File: config.mk
export PLATFORM = sky130hd
export DESIGN_NAME = dcp_port
export DESIGN_NICKNAME = d
export VERILOG_FILES = /design/src/rtl/dcp_pkg.sv /design/src/rtl/dcp_sync.sv /design/src/rtl/dcp_tx.sv /design/src/rtl/dcp_rx.sv /design/src/rtl/dcp_port.sv
export SDC_FILE = /design/constraint.sdc
export NUM_CORES = 1
export LEC_CHECK = 0
export BUFFER_PORTS_ARGS = -buffer_cell sky130_fd_sc_hd__buf_2
export CAP_MARGIN = 30
export CELL_PAD_IN_SITES_DETAIL_PLACEMENT = 1
export CELL_PAD_IN_SITES_GLOBAL_PLACEMENT = 2
export CORE_MARGIN = 2
export CORE_UTILIZATION = 43
export DETAILED_ROUTE_END_ITERATION = 10
export PLACE_DENSITY_LB_ADDON = 0.1
export SYNTH_ARGS = -nofsm -noshare
export SYNTH_HDL_FRONTEND = slang
export SYNTH_HIERARCHICAL = 1
export SYNTH_SLANG_ARGS = --single-unit
File: constraint.sdc
create_clock -name clk -period 7.3 [get_ports clk]
set_input_delay 1.46 -clock clk [delete_from_list [all_inputs] [get_ports clk]]
set_output_delay 1.46 -clock clk [all_outputs]
set_load 0.01 [all_outputs]
File: src/rtl/dcp_pkg.sv
package dcp_pkg;
  localparam int FRAME_MAX = 40;
  localparam int LEN_W     = $clog2(FRAME_MAX + 1);
  localparam int PAD_W     = 8;
  localparam int OP_W      = 16;
  localparam int TAIL_W    = FRAME_MAX - PAD_W - OP_W;

  typedef enum logic [1:0] {
    FMT_SHORT = 2'b00,
    FMT_MID   = 2'b01,
    FMT_LONG  = 2'b10,
    FMT_ALIAS = 2'b11
  } fmt_e;

  // frame length in bits for a format code
  function automatic logic [LEN_W-1:0] frame_len(input logic [1:0] sel);
    case (fmt_e'(sel))
      FMT_MID:  return LEN_W'(32);
      FMT_LONG: return LEN_W'(40);
      default:  return LEN_W'(24);
    endcase
  endfunction

  // ones in the top len bits
  function automatic logic [FRAME_MAX-1:0] lead_mask(input logic [LEN_W-1:0] len);
    return ~({FRAME_MAX{1'b1}} >> len);
  endfunction

  // move the low len bits to the top
  function automatic logic [FRAME_MAX-1:0] left_align(input logic [FRAME_MAX-1:0] v,
                                                      input logic [LEN_W-1:0] len);
    return v << (FRAME_MAX - int'(len));
  endfunction

  // one falling-edge step: shift left, insert the forwarded bit at the frame floor
  function automatic logic [FRAME_MAX-1:0] tx_advance(input logic [FRAME_MAX-1:0] sr,
                                                      input logic [LEN_W-1:0] len,
                                                      input logic b);
    logic [FRAME_MAX-1:0] n;
    logic [LEN_W-1:0] pos;
    n      = sr << 1;
    pos    = LEN_W'(FRAME_MAX) - len;
    n[pos] = b;
    return n;
  endfunction
endpackage

File: src/rtl/dcp_sync.sv
module dcp_sync #(
  parameter int WIDTH  = 3,
  parameter int STAGES = 2,
  parameter logic [WIDTH-1:0] INIT = '0
) (
  input  logic             clk,
  input  logic             rst_n,
  input  logic [WIDTH-1:0] d,
  output logic [WIDTH-1:0] q
);
  logic [WIDTH-1:0] stg [STAGES];

  always_ff @(posedge clk or negedge rst_n) begin
    if (!rst_n) begin
      for (int i = 0; i < STAGES; i++) stg[i] <= INIT;
    end else begin
      stg[0] <= d;
      for (int i = 1; i < STAGES; i++) stg[i] <= stg[i-1];
    end
  end

  assign q = stg[STAGES-1];
endmodule

File: src/rtl/dcp_tx.sv
module dcp_tx
  import dcp_pkg::*;
(
  input  logic                 clk,
  input  logic                 rst_n,
  input  logic                 start_i,
  input  logic                 fall_i,
  input  logic                 act_i,
  input  logic [LEN_W-1:0]     len_i,
  input  logic [FRAME_MAX-1:0] word_i,
  input  logic                 fwd_bit_i,
  output logic                 sdo_o
);
  logic [FRAME_MAX-1:0] sr_q;

  always_ff @(posedge clk or negedge rst_n) begin
    if (!rst_n)                sr_q <= '0;
    else if (start_i)          sr_q <= word_i & lead_mask(len_i);
    else if (fall_i && act_i)  sr_q <= tx_advance(sr_q, len_i, fwd_bit_i);
  end

  always_ff @(posedge clk or negedge rst_n) begin
    if (!rst_n)      sdo_o <= 1'b0;
    else if (!act_i) sdo_o <= 1'b0;
    else             sdo_o <= sr_q[FRAME_MAX-1];
  end

  // output is quiet whenever chip select is high
  assert_sdo_idle_R10: assert property (@(posedge clk) disable iff (!rst_n)
    !act_i |=> !sdo_o);
endmodule

File: src/rtl/dcp_rx.sv
module dcp_rx
  import dcp_pkg::*;
(
  input  logic              clk,
  input  logic              rst_n,
  input  logic              start_i,
  input  logic              rise_i,
  input  logic              act_i,
  input  logic              end_i,
  input  logic              sdi_i,
  input  logic [LEN_W-1:0]  len_i,
  output logic              last_o,
  output logic              cmd_valid_o,
  output logic [PAD_W-1:0]  pad_o,
  output logic [OP_W-1:0]   op_o,
  output logic [TAIL_W-1:0] tail_o
);
  logic [FRAME_MAX-1:0] sr_q;
  logic [LEN_W-1:0]     cnt_q;
  logic [FRAME_MAX-1:0] window;
  logic                 enough;

  assign window = left_align(sr_q, len_i);
  assign enough = (cnt_q >= len_i);
  assign last_o = sr_q[0];

  always_ff @(posedge clk or negedge rst_n) begin
    if (!rst_n) begin
      sr_q  <= '0;
      cnt_q <= '0;
    end else if (start_i) begin
      cnt_q <= '0;
    end else if (rise_i && act_i) begin
      sr_q  <= {sr_q[FRAME_MAX-2:0], sdi_i};
      cnt_q <= (cnt_q == LEN_W'(FRAME_MAX)) ? cnt_q : cnt_q + 1'b1;
    end
  end

  always_ff @(posedge clk or negedge rst_n) begin
    if (!rst_n) begin
      cmd_valid_o <= 1'b0;
      pad_o       <= '0;
      op_o        <= '0;
      tail_o      <= '0;
    end else if (end_i && enough) begin
      cmd_valid_o <= 1'b1;
      pad_o       <= window[FRAME_MAX-1 -: PAD_W];
      op_o        <= window[FRAME_MAX-PAD_W-1 -: OP_W];
      tail_o      <= window[TAIL_W-1:0];
    end else begin
      cmd_valid_o <= 1'b0;
    end
  end

  assert_single_pulse_R11: assert property (@(posedge clk) disable iff (!rst_n)
    cmd_valid_o |=> !cmd_valid_o);
  assert_valid_at_end_R6: assert property (@(posedge clk) disable iff (!rst_n)
    cmd_valid_o |-> $past(end_i));
  assert_short_frame_R7: assert property (@(posedge clk) disable iff (!rst_n)
    (end_i && (cnt_q < len_i)) |=> (!cmd_valid_o && $stable(op_o) && $stable(pad_o)));
  assert_count_step_R5: assert property (@(posedge clk) disable iff (!rst_n)
    (rise_i && act_i && !start_i && (cnt_q < LEN_W'(FRAME_MAX))) |=> (cnt_q == $past(cnt_q) + 1'b1));
endmodule

File: src/rtl/dcp_port.sv
module dcp_port
  import dcp_pkg::*;
#(
  parameter int SYNC_STAGES = 2
) (
  input  logic        clk,
  input  logic        rst_n,
  input  logic        spi_sclk,
  input  logic        spi_cs_n,
  input  logic        spi_sdi,
  output logic        spi_sdo,
  input  logic [1:0]  fmt_sel,
  input  logic [39:0] conv_word,
  input  logic        conv_load,
  output logic        cmd_valid,
  output logic [7:0]  cmd_pad,
  output logic [15:0] cmd_op,
  output logic [15:0] cmd_tail
);
  logic s_sclk, s_cs_n, s_sdi;
  logic sclk_d, cs_d;
  logic sclk_rise, sclk_fall, frame_start, frame_end, frame_act;
  logic [LEN_W-1:0]     len_q, len_use;
  logic [FRAME_MAX-1:0] hold_q;
  logic                 fwd_bit;

  dcp_sync #(.WIDTH(3), .STAGES(SYNC_STAGES), .INIT(3'b010)) u_sync (
    .clk   (clk),
    .rst_n (rst_n),
    .d     ({spi_sclk, spi_cs_n, spi_sdi}),
    .q     ({s_sclk, s_cs_n, s_sdi})
  );

  always_ff @(posedge clk or negedge rst_n) begin
    if (!rst_n) begin
      sclk_d <= 1'b0;
      cs_d   <= 1'b1;
    end else begin
      sclk_d <= s_sclk;
      cs_d   <= s_cs_n;
    end
  end

  // named internal events
  assign sclk_rise   = s_sclk & ~sclk_d;
  assign sclk_fall   = ~s_sclk & sclk_d;
  assign frame_start = ~s_cs_n & cs_d;
  assign frame_end   = s_cs_n & ~cs_d;
  assign frame_act   = ~s_cs_n;
  assign len_use     = frame_start ? frame_len(fmt_sel) : len_q;

  always_ff @(posedge clk or negedge rst_n) begin
    if (!rst_n)           len_q <= LEN_W'(24);
    else if (frame_start) len_q <= frame_len(fmt_sel);
  end

  always_ff @(posedge clk or negedge rst_n) begin
    if (!rst_n)                   hold_q <= '0;
    else if (conv_load && s_cs_n) hold_q <= conv_word;
  end

  dcp_tx u_tx (
    .clk       (clk),
    .rst_n     (rst_n),
    .start_i   (frame_start),
    .fall_i    (sclk_fall),
    .act_i     (frame_act),
    .len_i     (len_use),
    .word_i    (hold_q),
    .fwd_bit_i (fwd_bit),
    .sdo_o     (spi_sdo)
  );

  dcp_rx u_rx (
    .clk         (clk),
    .rst_n       (rst_n),
    .start_i     (frame_start),
    .rise_i      (sclk_rise),
    .act_i       (frame_act),
    .end_i       (frame_end),
    .sdi_i       (s_sdi),
    .len_i       (len_q),
    .last_o      (fwd_bit),
    .cmd_valid_o (cmd_valid),
    .pad_o       (cmd_pad),
    .op_o        (cmd_op),
    .tail_o      (cmd_tail)
  );

  // the held word cannot change while a frame is in progress
  assert_hold_frozen_R9: assert property (@(posedge clk) disable iff (!rst_n)
    (conv_load && !s_cs_n) |=> $stable(hold_q));
  // only legal lengths are latched
  assert_len_legal_R2: assert property (@(posedge clk) disable iff (!rst_n)
    frame_start |=> (len_q == 6'd24 || len_q == 6'd32 || len_q == 6'd40));
endmodule

Yosys cells after proc, flatten, opt, wreduce, memory -nomap -nowiden

Cells that the tools add are included.

Register bits after elaboration: 182
Bits in latches: 0
Memory bits (writable): 0
Memory bits (read-only): 0
Bits of input ports: 48
Output and inout port bits: 42
Logic and storage cells: 58
Memories: 0

$add $sub $neg: 3
Multipliers: 0
Div/mod/pow operators: 0
Magnitude comparators: 3
Equal/unequal tests: 4
Shift-type cells: 2
Multiplexer cells: 12
Bitwise logic cells: 11
Reduce and logical (&&, ||, !) cells: 9

Operators with widths:

| cell                                                                          | number |
|---|---|
| 40-bit two-way mux                                                            | 2 |
| 40-bit bitwise AND                                                            | 1 |
| 40-bit bitwise mux                                                            | 1 |
| 40-bit inverter                                                               | 1 |
| 40-bit by 32-bit left shift with 40-bit output                                | 1 |
| 40-bit by 6-bit right shift with 40-bit output (first input constant)         | 1 |
| 6-bit two-way mux                                                             | 4 |
| 6-bit one-hot mux with 2 select lines                                         | 1 |
| 6-bit by 7-bit less-than comparator with 1-bit output (second input constant) | 1 |
| 6-bit by 6-bit subtractor with 7-bit output (first input constant)            | 1 |
| 6-bit by 1-bit adder with 6-bit output (second input constant)                | 1 |
| 1-bit demux with 6-bit select                                                 | 1 |
| 6-bit == test (second input constant)                                         | 1 |
| 6-bit by 1-bit >= comparator with 1-bit output (second input constant)        | 1 |
| 6-bit >= comparator                                                           | 1 |
| 6-bit subtractor (first input constant)                                       | 1 |
| 1-bit logical AND                                                             | 5 |
| 1-bit inverter                                                                | 5 |
| 1-bit bitwise AND                                                             | 4 |
| 2-bit AND reduction                                                           | 2 |
| 2-bit nonzero test                                                            | 2 |
| 1-bit two-way mux                                                             | 3 |
| 2-bit by 1-bit == test with 1-bit output (second input constant)              | 1 |
| 2-bit == test (second input constant)                                         | 1 |
| 2-bit != test (second input constant)                                         | 1 |

Longest topological paths before layout

Word-level depth: 11
Depth in mapped cells: 14
Gate-level depth less buffers: 10

Modules after synthesis

The synthesis kept the hierarchy.

Modules (own cells, without submodules):

| module   | instances | cells each | area each (µm²) | seq. area each (µm²) |
|---|---|---|---|---|
| dcp_rx   | 1         | 590        | 6,073.3         | 2,177.1 |
| dcp_tx   | 1         | 385        | 3,106.7         | 1,026.0 |
| dcp_port | 1         | 110        | 1,979.4         | 1,204.9 |
| dcp_sync | 1         | 9          | 175.2           | 152.6 |

Least setup slack after synthesis

Ideal clock, no wire load.

Kind: input to register
From: in fmt_sel[1]
To: reg u_tx.sr_q[27]
Setup time: 0.126 ns
Data arrival time: 3.419 ns
Required time: 7.174 ns
Slack: 3.755 ns
Cell stages on the path: 10
Path buffers: 2
Cells stage by stage: inv_1 -> ha_1 -> mux2_2 -> clkbuf_1 -> inv_1 -> nand3_1 -> nand2_1 -> clkbuf_1 -> a31oi_1 -> o32a_1

Word-level cells in the longest chain between the ends: 11
Elaborated cells between the ends (all ways): 16
Classes of those cells: add/sub (1); order compare (2); eq/ne (2); shift (1); mux (7); bitwise (2); reduce/logical (1)

Ends and longest elaborated chain:

| what                                                                                                                                          | RTL line       | RTL |
|---|---|---|
| from (decl)                                                                                                                                   | dcp_port.sv:12 | `input logic [1:0] fmt_sel,` |
| 2-bit == test or 2-bit by 1-bit == test with 1-bit output (tied branches)                                                                     | dcp_pkg.sv:17  | `case (fmt_e'(sel))` |
| 6-bit one-hot mux with 2 select lines (*)                                                                                                     | dcp_pkg.sv:17  |  |
| 6-bit two-way mux (*)                                                                                                                         | n/a            |  |
| net len_use[4]                                                                                                                                | dcp_port.sv:23 | `logic [LEN_W-1:0] len_q, len_use;` |
| 6-bit subtractor                                                                                                                              | dcp_pkg.sv:42  | `pos = LEN_W'(FRAME_MAX) - len;` |
| 6-bit by 7-bit less-than comparator with 1-bit output (implied by the code) or 6-bit by 1-bit >= comparator with 1-bit output (tied branches) | dcp_pkg.sv:43  | `n[pos] = b;` |
| 1-bit logical AND (implied by the code)                                                                                                       | dcp_pkg.sv:43  |  |
| 1-bit two-way mux (implied by the code)                                                                                                       | dcp_pkg.sv:43  |  |
| 1-bit demux with 6-bit select                                                                                                                 | n/a            |  |
| 40-bit bitwise mux                                                                                                                            | dcp_pkg.sv:43  |  |
| 40-bit two-way mux                                                                                                                            | dcp_tx.sv:19   | `else if (fall_i && act_i) sr_q <= tx_advance(sr_q, len_i, fwd_bit_i);` |
| 40-bit two-way mux (*)                                                                                                                        | dcp_tx.sv:18   | `else if (start_i) sr_q <= word_i & lead_mask(len_i);` |
| to (signal assigned)                                                                                                                          | dcp_tx.sv:18   |  |
| to (signal assigned)                                                                                                                          | dcp_tx.sv:19   |  |
| to (decl)                                                                                                                                     | dcp_tx.sv:14   | `logic [FRAME_MAX-1:0] sr_q;` |

The timed path passes the listed nets; every way through them passes the cells marked *. The select of a mux whose other input is x is not followed.
A chain may end at the register's enable or synchronous reset.

Worst setup path in the final report

From: reg len_q[0]
To: reg u_rx.pad_o[3]

Word-level cells in the longest chain between the ends: 2
Elaborated cells between the ends (all ways): 4
Classes of those cells: add/sub (1); order compare (1); shift (1); reduce/logical (1)

Ends and longest elaborated chain:

| what                                                                                | RTL line                    | RTL |
|---|---|---|
| from (decl)                                                                         | dcp_port.sv:23              |  |
| from (signal assigned)                                                              | dcp_port.sv:54              | `else if (frame_start) len_q <= frame_len(fmt_sel);` |
| 6-bit by 6-bit subtractor with 7-bit output or 6-bit >= comparator (tied branches)  | dcp_pkg.sv:32, dcp_rx.sv:24 |  |
| 40-bit by 32-bit left shift with 40-bit output or 1-bit logical AND (tied branches) | dcp_pkg.sv:32, dcp_rx.sv:45 |  |
| to (signal assigned)                                                                | dcp_rx.sv:47                | `pad_o <= window[FRAME_MAX-1 -: PAD_W];` |
| to (decl)                                                                           | dcp_rx.sv:14                | `output logic [PAD_W-1:0] pad_o,` |

Parallel ways exist; a longest one is shown, timed or not.

==> summary.txt <==
Run status
  • Status: completed

Route
  • Routed len/inst: 24.4 µm
  • WL final: 36.4 mm
  • Post-route ant nets: 0
  • Vias: 9205
  • Pre-antenna DRT Iters: 7
  • DR vias/cell: 6.19
  • Initial DRC Count: 702
  • Residual DRC: 0

Critical path
  • CP max FO: 60
  • Buf/Inv on CP: 3
  • Crit-path most repeated cell: mux2_1
  • CP cell instances: buf_4, inv_1, ha_2, buf_12, mux2_2, mux2_1, mux2_1, mux2i_1, o21ai_1, a41o_1
  • CP max-delay cell: ha_2
  • Max incr delay on CP: 0.87 ns
  • CP required: 7.62 ns
  • Type of the worst setup path: reg -> reg
  • Critical path's top delay family: buffers and inverters
  • Worst EP arrival: 4.74 ns
  • Worst Setup End Kind: register
  • Startpoint Class: register

Placed design
  • DP HPWL: 25.7 mm
  • IO Port Bufs: 89
  • GPL Wtd Cong: 0.886

Cells and area
  • Area Overhead vs Synth: 10.8%
  • Final nets: 1202
  • Fill count: 2891
  • Ant diodes: 0
  • Fin util: 48.3%
  • Share of cells above drive strength 1: 26.6%

Clock network
  • TritonCTS Buffers: 17
  • CTS tree: yes
  • Clk Latency, worst-skew pair: 0.43 ns
  • Clock Pin Slew Worst Setup and Hold Paths: 0.07 ns
  • Buffer count from post-CTS setup fixing: 0
  • Longest Clk Path Bufs: 2
  • Root buffer cell: clkbuf_16
  • # resized after CTS: 0
  • Hold buffer count at cts: 0
  • H-tree lvl count: 4
  • Clock sink total: 182

Yosys
  • Register area share after synthesis: 40.2%
  • Post-synth EDFFs: 0
  • Syn Nets: 1156
  • Synth async-reset ratio: 100%
  • Share of the synthesized area in the top cell type: 39.1%
  • Mux contribution to synthesized area: 20.6%
  • Syn_area_per_cell: 10.4 µm²
  • Compound-gate portion of the synthesized area: 17.5%
  • Post-synth top flop: dfrtp_1
  • Largest family of logic cells by synthesized area: multiplexers
  • Synth cell types: 94
  • Post-Synth Simple-Gate Area: 13.7%
  • Post-Synth Adder-Cell Area: 1.55%
  • Synth Warn #: 6
  • Mapped Area: 0.0113 mm²
  • Biggest area consumer among synthesized cells: dfrtp_1
  • Synth Instances: 1094
  • Seq cells post-synth: 182
  • XOR/XNOR share of the synthesized area: 1.66%
  • Top cells by area, synth: dfrtp_1 (39%), mux2_2 (6.6%), mux2i_1 (5.7%)

STA
  • Worst rel slew slack: 34.2%
  • Final-report hold violation count: 0
  • Tcrit/Tclk final: 60.5%
  • Setup TNS: 0 ns
  • Fin crit period: 4.42 ns
  • RSZ-0062 raised after global routing: false
  • Skew final: 0.0145 ns
  • Max Clock Freq: 226 MHz
  • Slew @ Worst Pin: 0.987 ns
  • Final setup viols: 0
  • Max Slew Vio Count: 0

Global route
  • Initial antenna violation count: 0
  • Largest net degree at the start of global routing: 80
  • Vias in the first global route: 9498
  • First-pass GRT wire length: 57.3 mm
  • Gr ovfl total: 0
  • Total GRT Usage: 26.6%

Floorplan
  • IO Count: 90
  • Die Footprint: 0.0277 mm²
  • Die Span Y: 166 µm
  • Core area: 0.0260 mm²
  • Row cnt: 59
  • Die Wd: 166 µm
  • Initial Utilization: 43.6%

Pwr
  • Maximum VDD drop: 147 µV
  • Power density over the cells: 228 mW/mm²
  • LEAKAGE: 5.56 nW

Flow run
  • MaxCap Viol Count: 0

Hold path
  • Hold Crit Class: reg -> reg
==> cell type report <==
class | count | area [µm²] | area share (%)
inverter | 22 | 82.6 | 0.658
multi-input combinational | 807 | 6260 | 49.9
tap | 335 | 419 | 3.34
sequential | 182 | 4560 | 36.3
timing repair buffer | 110 | 624 | 4.97
clock buffer | 17 | 425 | 3.39
clock inverter | 14 | 180 | 1.44
==> synth_stat cells (all sizes together) (7+ instances only) <==
library cell / number
dfrtp: 177
mux2: 113
nand2: 104
nor2: 69
o21ai: 66
mux2i: 64
buf: 43
a21oi: 42
clkbuf: 40
nand3: 38
o211ai: 24
inv: 22
a31oi: 20
nor3: 15
a32oi: 14
ha: 14
nand4: 14
nand2b: 13
mux4: 12
or3: 12
xnor2: 11
a22o: 10
o221ai: 10
o22ai: 9
and2: 8
o311ai: 8
a221o: 7
a22oi: 7
o21a: 7
==> flip-flops by register name (all words and copies together), names as in the netlist <==
name,cells
hold_q,40
u_rx/sr_q,40
u_tx/sr_q,40
u_rx/op_o,16
u_rx/tail_o,16
u_rx/pad_o,8
len_q,6
u_rx/cnt_q,6
u_sync/q,3
u_sync/stg,3
cs_d,1
sclk_d,1
u_rx/cmd_valid_o,1
u_tx/sdo_o,1
==> where the power goes <==
group / total (W) / internal (W) / switching, W
Clock: 0.000977 / 0.000521 / 0.000456
Combinational: 0.000668 / 0.000259 / 0.000409
Sequential: 0.00122 / 0.00113 / 0.0000950
Total: 0.00287 / 0.00191 / 0.000960
==> worst register-to-register path: stages, from the launching register on <==
cell and delay, ns:
dfrtp_2 0.34, buf_4 0.55, inv_1 0.62, ha_2 0.88, buf_12 0.28, mux2_2 0.42
mux2_1 0.32, mux2_1 0.30, mux2i_1 0.24, o21ai_1 0.10, a41o_1 0.27
==> metrics by stage <==
stage	instance area, µm²	hold WS (ns)	setup WS, ns	power [W]	cells
finish	12600	0.355	2.88	0.00287	1487
CTS	12600	0.357	2.90	0.00289	1487
global route	12600	0.356	2.59	0.00301	1487
floorplan	11300	0.331	3.76	0.00165	1094
global placement	11900	0.335	2.72	0.00189	1453
detailed placement	11900	0.348	2.77	0.00190	1456
==> worst paths after layout <==
check,cells past startpoint,end,from,slack (ns)
min in group asynchronous,1,u_rx/sr_q[37],rst_n,1.05
max in group asynchronous,2,u_tx/sr_q[24],rst_n,5.02
max,10,u_rx/pad_o[3],len_q[0],2.88
min reg2reg,0,u_sync/q[1],u_sync/stg[4],0.35
min,0,u_sync/q[1],u_sync/stg[4],0.35
max reg2reg,10,u_rx/pad_o[3],len_q[0],2.88
==> logic make-up after synthesis <==
family                   Yosys count
AO/OA/AOI/OAI                    277
XOR/XNOR                          15
adder cells (fa/ha/maj)           14
buffers and inverters            105
flip-flops                       182
multiplexers                     189
AND/OR/NAND/NOR                  312
==> per-layer routing <==
metal	vias to the layer above	track usage, %	share of wire (%)
li1	4175	-	-
met1	4686	33.7	42
met2	285	46.8	51
met3	59	3.50	4.3
met4	0	8.96	3.0
met5	-	0	0
==> cells in the final DEF, fill, tap and decap left out, types with 13 or more instances in the layout <==
cell	netlist	routed
inv_1	20	20
nand2_1	103	103
o211ai_1	22	22
mux2_4	40	40
clkbuf_16	0	17
a31oi_1	20	20
a21oi_1	41	41
dfrtp_1	177	176
mux2_2	66	66
mux2i_1	64	62
ha_1	14	13
buf_2	14	88
o21ai_0	52	52
o21ai_1	14	14
nor2_1	68	68
buf_4	7	20
nand3_1	38	38
nand4_1	14	14
(Power assumes the default switching activity.)
